`src/rtl/ep_dma_pkg.sv`:
```
package ep_dma_pkg;
    typedef enum logic [1:0] {
        ST_IDLE  = 2'd0,
        ST_XFER  = 2'd1,
        ST_DRAIN = 2'd2
    } dma_state_t;

    localparam logic [7:0] OP_CLR_TX = 8'h0F;
    localparam logic [7:0] OP_RESET  = 8'h11;
    localparam logic [7:0] OP_STOP   = 8'h13;

    localparam logic [1:0] RA_COUNT  = 2'd0;
    localparam logic [1:0] RA_CMD    = 2'd1;
    localparam logic [1:0] RA_STATUS = 2'd2;
endpackage

```
`src/rtl/ep_dma_fifo.sv`:
```
module ep_dma_fifo #(
    parameter int DEPTH = 8,
    parameter int W     = 8
) (
    input  logic                   clk,
    input  logic                   rst_n,
    input  logic                   flush,
    input  logic                   push,
    input  logic                   pop,
    input  logic [W-1:0]           din,
    output logic [W-1:0]           dout,
    output logic                   full,
    output logic                   empty,
    output logic [$clog2(DEPTH):0] level
);
    localparam int AW = $clog2(DEPTH);
    localparam int LW = AW + 1;

    logic [W-1:0]  mem [DEPTH];
    logic [AW-1:0] wp, rp;

    function automatic logic [AW-1:0] step(input logic [AW-1:0] p);
        return (p == AW'(DEPTH - 1)) ? '0 : p + AW'(1);
    endfunction

    always_ff @(posedge clk or negedge rst_n) begin
        if (!rst_n) begin
            wp    <= '0;
            rp    <= '0;
            level <= '0;
        end else if (flush) begin
            wp    <= '0;
            rp    <= '0;
            level <= '0;
        end else begin
            if (push) wp <= step(wp);
            if (pop)  rp <= step(rp);
            level <= level + LW'(push) - LW'(pop);
        end
    end

    always_ff @(posedge clk) begin
        if (push && !flush) mem[wp] <= din;
    end

    assign dout  = mem[rp];
    assign full  = (level == LW'(DEPTH));
    assign empty = (level == '0);

    a_r4_no_overflow: assert property (@(posedge clk) disable iff (!rst_n)
        push |-> !full);
    a_r4_no_underflow: assert property (@(posedge clk) disable iff (!rst_n)
        pop |-> !empty);
endmodule

```
`src/rtl/ep_dma_count.sv`:
```
module ep_dma_count #(
    parameter int CW = 32
) (
    input  logic            clk,
    input  logic            rst_n,
    input  logic            clr,
    input  logic            wr_en,
    input  logic [CW/8-1:0] be,
    input  logic [CW-1:0]   wdata,
    input  logic            dec,
    output logic [CW-1:0]   cnt,
    output logic            load_nz
);
    localparam int LANES = CW / 8;

    logic [CW-1:0] merged;

    for (genvar g = 0; g < LANES; g++) begin : g_lane
        assign merged[g*8 +: 8] = be[g] ? wdata[g*8 +: 8] : cnt[g*8 +: 8];
    end

    assign load_nz = wr_en && (merged != '0);

    always_ff @(posedge clk or negedge rst_n) begin
        if (!rst_n)      cnt <= '0;
        else if (clr)    cnt <= '0;
        else if (wr_en)  cnt <= merged;
        else if (dec)    cnt <= cnt - CW'(1);
    end

    a_r3_step_down: assert property (@(posedge clk) disable iff (!rst_n)
        (dec && !clr && !wr_en) |=> (cnt == $past(cnt) - CW'(1)));
    a_r3_no_wrap: assert property (@(posedge clk) disable iff (!rst_n)
        dec |-> (cnt != '0));
endmodule

```
`src/rtl/ep_dma_engine.sv`:
```
module ep_dma_engine
    import ep_dma_pkg::*;
#(
    parameter int CW         = 32,
    parameter int FIFO_DEPTH = 8
) (
    input  logic            clk,
    input  logic            rst_n,
    input  logic            reg_wr,
    input  logic [1:0]      reg_addr,
    input  logic [CW/8-1:0] reg_be,
    input  logic [CW-1:0]   reg_wdata,
    output logic [CW-1:0]   reg_rdata,
    input  logic            dir_in,
    output logic            ext_req,
    input  logic            ext_ack,
    input  logic [7:0]      ext_wdata,
    output logic [7:0]      ext_rdata,
    output logic            ep_wr_en,
    output logic [7:0]      ep_wr_data,
    input  logic            ep_wr_ready,
    output logic            ep_rd_en,
    input  logic [7:0]      ep_rd_data,
    input  logic            ep_rd_avail,
    output logic            ep_release,
    output logic            ep_tx_clear,
    output logic            irq
);
    localparam int LW = $clog2(FIFO_DEPTH) + 1;

    dma_state_t    state, state_n;
    logic          dir_q;
    logic [CW-1:0] cnt;
    logic          load_nz;
    logic          fifo_full, fifo_empty, fifo_flush, fifo_push, fifo_pop;
    logic [7:0]    fifo_dout;
    logic [LW-1:0] fifo_level;
    logic          cmd_wr, cmd_clr, cmd_rst, cmd_stop, irq_clr_wr, irq_set;
    logic          cnt_wr, fire, cnt_zero;

    // ---- register decode ----
    assign cmd_wr     = reg_wr && (reg_addr == RA_CMD) && reg_be[0];
    assign cmd_clr    = cmd_wr && (reg_wdata[7:0] == OP_CLR_TX);
    assign cmd_rst    = cmd_wr && (reg_wdata[7:0] == OP_RESET);
    assign cmd_stop   = cmd_wr && (reg_wdata[7:0] == OP_STOP);
    assign irq_clr_wr = reg_wr && (reg_addr == RA_STATUS) && reg_be[0] && reg_wdata[0];
    assign cnt_wr     = reg_wr && (reg_addr == RA_COUNT) && (state == ST_IDLE);
    assign fire       = ext_req && ext_ack;
    assign cnt_zero   = (cnt == '0);

    always_comb begin
        case (reg_addr)
            RA_COUNT:  reg_rdata = cnt;
            RA_STATUS: reg_rdata = {{(CW-1){1'b0}}, irq};
            default:   reg_rdata = '0;
        endcase
    end

    // ---- datapath ----
    ep_dma_count #(.CW(CW)) u_count (
        .clk(clk), .rst_n(rst_n), .clr(cmd_rst), .wr_en(cnt_wr),
        .be(reg_be), .wdata(reg_wdata), .dec(fire),
        .cnt(cnt), .load_nz(load_nz)
    );

    assign fifo_flush = cmd_rst || (state == ST_XFER && !dir_q && cmd_stop);
    assign fifo_push  = dir_q ? fire : ep_rd_en;
    assign fifo_pop   = dir_q ? ep_wr_en : fire;

    ep_dma_fifo #(.DEPTH(FIFO_DEPTH), .W(8)) u_fifo (
        .clk(clk), .rst_n(rst_n), .flush(fifo_flush),
        .push(fifo_push), .pop(fifo_pop),
        .din(dir_q ? ext_wdata : ep_rd_data),
        .dout(fifo_dout), .full(fifo_full), .empty(fifo_empty),
        .level(fifo_level)
    );

    assign ep_wr_data  = fifo_dout;
    assign ext_rdata   = fifo_dout;
    assign ep_tx_clear = cmd_clr;

    // ---- next state ----
    always_comb begin
        state_n = state;
        unique case (state)
            ST_IDLE:  if (load_nz) state_n = ST_XFER;
            ST_XFER: begin
                if (cmd_stop)                        state_n = dir_q ? ST_DRAIN : ST_IDLE;
                else if (dir_q && cnt_zero && fifo_empty) state_n = ST_IDLE;
                else if (!dir_q && cnt_zero)         state_n = ST_IDLE;
            end
            ST_DRAIN: if (fifo_empty) state_n = ST_IDLE;
            default:  state_n = ST_IDLE;
        endcase
        if (cmd_rst) state_n = ST_IDLE;
    end

    assign irq_set = (cmd_stop && (state == ST_IDLE || (state == ST_XFER && !dir_q)))
                   || (state == ST_DRAIN && fifo_empty);

    // ---- state register ----
    always_ff @(posedge clk or negedge rst_n) begin
        if (!rst_n) begin
            state <= ST_IDLE;
            dir_q <= 1'b0;
            irq   <= 1'b0;
        end else begin
            state <= state_n;
            if (state == ST_IDLE && load_nz) dir_q <= dir_in;
            if (cmd_rst)         irq <= 1'b0;
            else if (irq_set)    irq <= 1'b1;
            else if (irq_clr_wr) irq <= 1'b0;
        end
    end

    // ---- outputs ----
    always_comb begin
        ext_req    = 1'b0;
        ep_wr_en   = 1'b0;
        ep_rd_en   = 1'b0;
        ep_release = 1'b0;
        unique case (state)
            ST_IDLE: ;
            ST_XFER: begin
                if (dir_q) begin
                    ext_req  = !cnt_zero && !fifo_full;
                    ep_wr_en = !fifo_empty && ep_wr_ready;
                end else begin
                    ext_req    = !cnt_zero && !fifo_empty;
                    ep_rd_en   = ep_rd_avail && !fifo_full && !fifo_flush
                                 && (cnt > {{(CW-LW){1'b0}}, fifo_level});
                    ep_release = cnt_zero;
                end
            end
            ST_DRAIN: ep_wr_en = !fifo_empty;
            default: ;
        endcase
    end

    // ---- assertions ----
    a_r9_idle_stop_irq: assert property (@(posedge clk) disable iff (!rst_n)
        (state == ST_IDLE && cmd_stop) |=> irq);
    a_r10_irq_sticky: assert property (@(posedge clk) disable iff (!rst_n)
        (irq && !irq_clr_wr && !cmd_rst) |=> irq);
    a_r5_release_drained: assert property (@(posedge clk) disable iff (!rst_n)
        ep_release |-> fifo_empty);
    a_r8_drain_count_frozen: assert property (@(posedge clk) disable iff (!rst_n)
        (state == ST_DRAIN && !cmd_rst) |=> $stable(cnt));
endmodule

```
`config.mk`:
```
export PLATFORM = sky130hd
export DESIGN_NAME = ep_dma_engine
export DESIGN_NICKNAME = d
export VERILOG_FILES = /design/src/rtl/ep_dma_pkg.sv /design/src/rtl/ep_dma_fifo.sv /design/src/rtl/ep_dma_count.sv /design/src/rtl/ep_dma_engine.sv
export SDC_FILE = /design/constraint.sdc
export NUM_CORES = 1
export LEC_CHECK = 0
export BUFFER_PORTS_ARGS = -buffer_cell sky130_fd_sc_hd__buf_2
export CORE_UTILIZATION = 33
export DETAILED_ROUTE_END_ITERATION = 16
export PLACE_DENSITY = 0.56
export SLEW_MARGIN = 20
export SYNTH_ARGS = -nofsm -noshare
export SYNTH_HDL_FRONTEND = slang
export SYNTH_SLANG_ARGS = --single-unit
```
`constraint.sdc`:
```
create_clock -name clk -period 4.6 [get_ports clk]
set_clock_uncertainty 0.2 [all_clocks]
set_input_delay 0.46 -clock clk [delete_from_list [all_inputs] [get_ports clk]]
set_output_delay 0.46 -clock clk [all_outputs]
set_load 0.1 [all_outputs]
```
==> metrics.csv <==
metric;value;unit
GRT Util Overall;18.99;%
Req. time, crit path;4650;ps
Critical Path End Type;register;
Initial DRT Pass Iterations;7;
Setup Buffers After CTS;0;
Post-synth ARST share;41.82;%
combinational share of power;52.9;%
end of the critical path;u_fifo.level[2];
synthesis-stage register bit count;110;
initial antenna violation count;0;
H-tree levels;3;
Die X;143.8;um
Tot Pwr;5.400;mW
filler cell count;1944;
Fin. Hold Viols;5;
fin crit share;83.17;%
Startpoint Class;register;
CTS Sinks;110;
Mapped Cells;614;
DIE AREA;20690;um^2
synth cell count leaders;edfxtp_1 (64), nor2_1 (52), dfrtp_1 (46);
failing checks;hold timing;
Multi-input gate area;3294;um^2
Unique masters post-synth;79;
Min Hold Slack;-12.29;ps
largest cells by area after synthesis;edfxtp_1 (29%), dfrtp_1 (17%), mux4_2 (5.4%);
post-CTS sizing;0;
Slew HR;38.63;%
Crit Path Max Fanout;14;
Ys Warns;0;
largest net degree at the start of global routing;47;
Post-synth EDFFs;64;
I/O pins;115;
post-synthesis simple-gate area fraction;21.02;%
critical path depth in cells;12;
power density over the cells;695.2;nW/um^2
clock group share of total power;15.2;%
setup TNS;0;ps
via/cell ratio;5.725;
Max clock buf depth;2;
most common cell in the netlist;edfxtp_1;
Final min period;3826;ps
# diodes;0;
r2r endpoint;u_fifo.level[2];
Reg power frac;31.9;%
CP bufs+invs;2;
DRC errors left;0;
grt total ovfl;0;
Post-Synth XOR/XNOR Area;0.6598;%
switching power;2.811;mW
Iter 0 DRT Violations;479;
critical path's largest stage delay;530;ps
Num CTS Buffers;9;
post-synthesis compound-gate area fraction;12.46;%
peak supply drop;362.8;uV
Initial Util;33.88;%
Internal;2.589;mW
Worst Path Arrival;3880;ps
Die Y;143.8;um
fin. max-slew vios;0;
Final setup viols;0;
layout cells sized above 1;28.69;%
post-route antenna net violation count;0;
register area share after synthesis;46.30;%
Worst-path clk slew;80;ps
register area;3074;um^2
Mapped Nets;695;
core area;19590;um^2
nets;794;
placed cell area;7450;um^2
Max-cap violations;0;
setup repair after global routing missed its margin;no;
ordered cell list for the critical path;inv_1, ha_1, or4b_4, nor2_1, a41o_2, o21ai_1, ha_1, inv_1, ha_1, fa_1, xnor2_1, nor2_1;
Mean Syn Cell Area;10.81;um^2
first-pass GRT wire length;29550;um
Setup crit start;u_count.cnt[1];
Netlist Area Pre-Place;6638;um^2
Post-CTS Hold Buffers;0;
GP Congestion;0.8523;
drt wl/cell;19.49;um
fmax;0.2614;GHz
FF-to-FF path depth;12;
CTS root buf;clkbuf_16;
Largest delay share family, worst path;adder cells;
post-synth top area cell;edfxtp_1;
worst skew pair latency;360;ps
Main synth FF type;edfxtp_1;
Worst-Margin Slew;919.2;ps
Sw Ratio;52.06;%
outcome;complete, but fails checks;
DP HPWL;13660;um
Post-Synth Adder-Cell Area;3.883;%
post-synthesis mux area share;11.25;%
Crit Path Class;reg2reg;
Synth top area share;28.95;%
worst reg-to-reg setup slack;770;ps
clock tree from TritonCTS;done;
row count;51;
routed wire length;19160;um
Most Frequent Cell on Critical Path;ha_1;
# port buffers;114;
critical path's slowest cell;or4b_4;
main combinational cell family by area after synthesis;simple AND/OR/NAND/NOR gates;
vias in the first global route;5284;
static leakage power;3.059;nW
Area Growth Syn to Fin;17.02;%
via count;5628;
worst reg2reg startpoint;u_count.cnt[1];
Design Area, Final;7767;um^2
worst min path class;in2async;
==> registers in the layout, summed over array words and instances, names as in the netlist <==
name / flops
u_count.cnt: 32
u_fifo.level: 4
irq: 1
u_fifo.rp: 3
dir_q: 1
state: 2
u_fifo.mem: 64
u_fifo.wp: 3
==> metrics by stage <==
stage | util, % | cells | worst slack [ps] | hold slack (ps)
after global placement | 38.01 | 967 | 946.4 | 346.1
after floorplan | - | 614 | 927.6 | -35.59
after detailed placement | 38.03 | 967 | 848.6 | 377.0
after global routing | 39.65 | 983 | 604.3 | 57.86
final | 39.65 | 983 | 774.4 | -12.29
after CTS | 39.64 | 983 | 820.6 | 33.88
==> layout by cell type (no fill, tap or decap), drive strengths merged, types with 21 or more instances in the layout <==
cell,count
and2,43
buf,131
edfxtp,64
nor2,53
nor3,25
dfrtp,46
a21oi,25
nand2,36
mux2,21
o21ai,27
==> layer usage <==
metal	up-vias	track usage, %	share of wire, %
met1	2810	26.01	45
li1	2535	-	-
met5	-	0	0
met4	0	6.607	1.9
met2	251	30.10	47
met3	32	3.232	6.3
==> worst min path at each step <==
stage,end,cells after the start,slack (ps),from
floorplan,dir_q,0,-40,rst_n
global placement,state[1],2,350,state[1]
detailed placement,u_count.cnt[16],1,380,u_count.cnt[16]
CTS,u_count.cnt[19],2,30,rst_n
global route,u_count.cnt[19],2,60,rst_n
finish,u_count.cnt[19],2,-10,rst_n
==> worst reg2reg max path, cell delays in order, from the launching register on <==
cell,delay (ps)
dfrtp_1,430
inv_1,110
ha_1,210
or4b_4,530
nor2_1,330
a41o_2,440
o21ai_1,250
ha_1,360
inv_1,40
ha_1,220
fa_1,400
xnor2_1,150
nor2_1,60
==> power by group through the flow <==
stage          combinational (mW)  clock (mW)  sequential [mW]
4_1_cts                      2.87       0.838             1.72
2_1_floorplan                2.57           0             1.54
6_report                     2.86       0.819             1.72
3_5_place_dp                 2.86           0             1.74
5_1_grt                      3.06       0.875             1.77
3_3_place_gp                 2.80           0             1.72
==> cells by family after synthesis <==
logic type | after synthesis
fa+ha+maj | 20
compound gates | 122
flops | 110
xor+xnor | 5
buf+inv | 57
simple gates | 248
mux | 52
==> area by class of cell <==
type / instances / area share [%]
Clock buffer: 9 / 2.899
Clock inverter: 7 / 1.176
Inverter: 14 / 0.6765
Multi-Input combinational cell: 447 / 42.41
Sequential cell: 110 / 39.58
Tap cell: 265 / 4.269
Timing Repair Buffer: 131 / 8.988
Note: power is estimated with default switching activity, not from simulation.
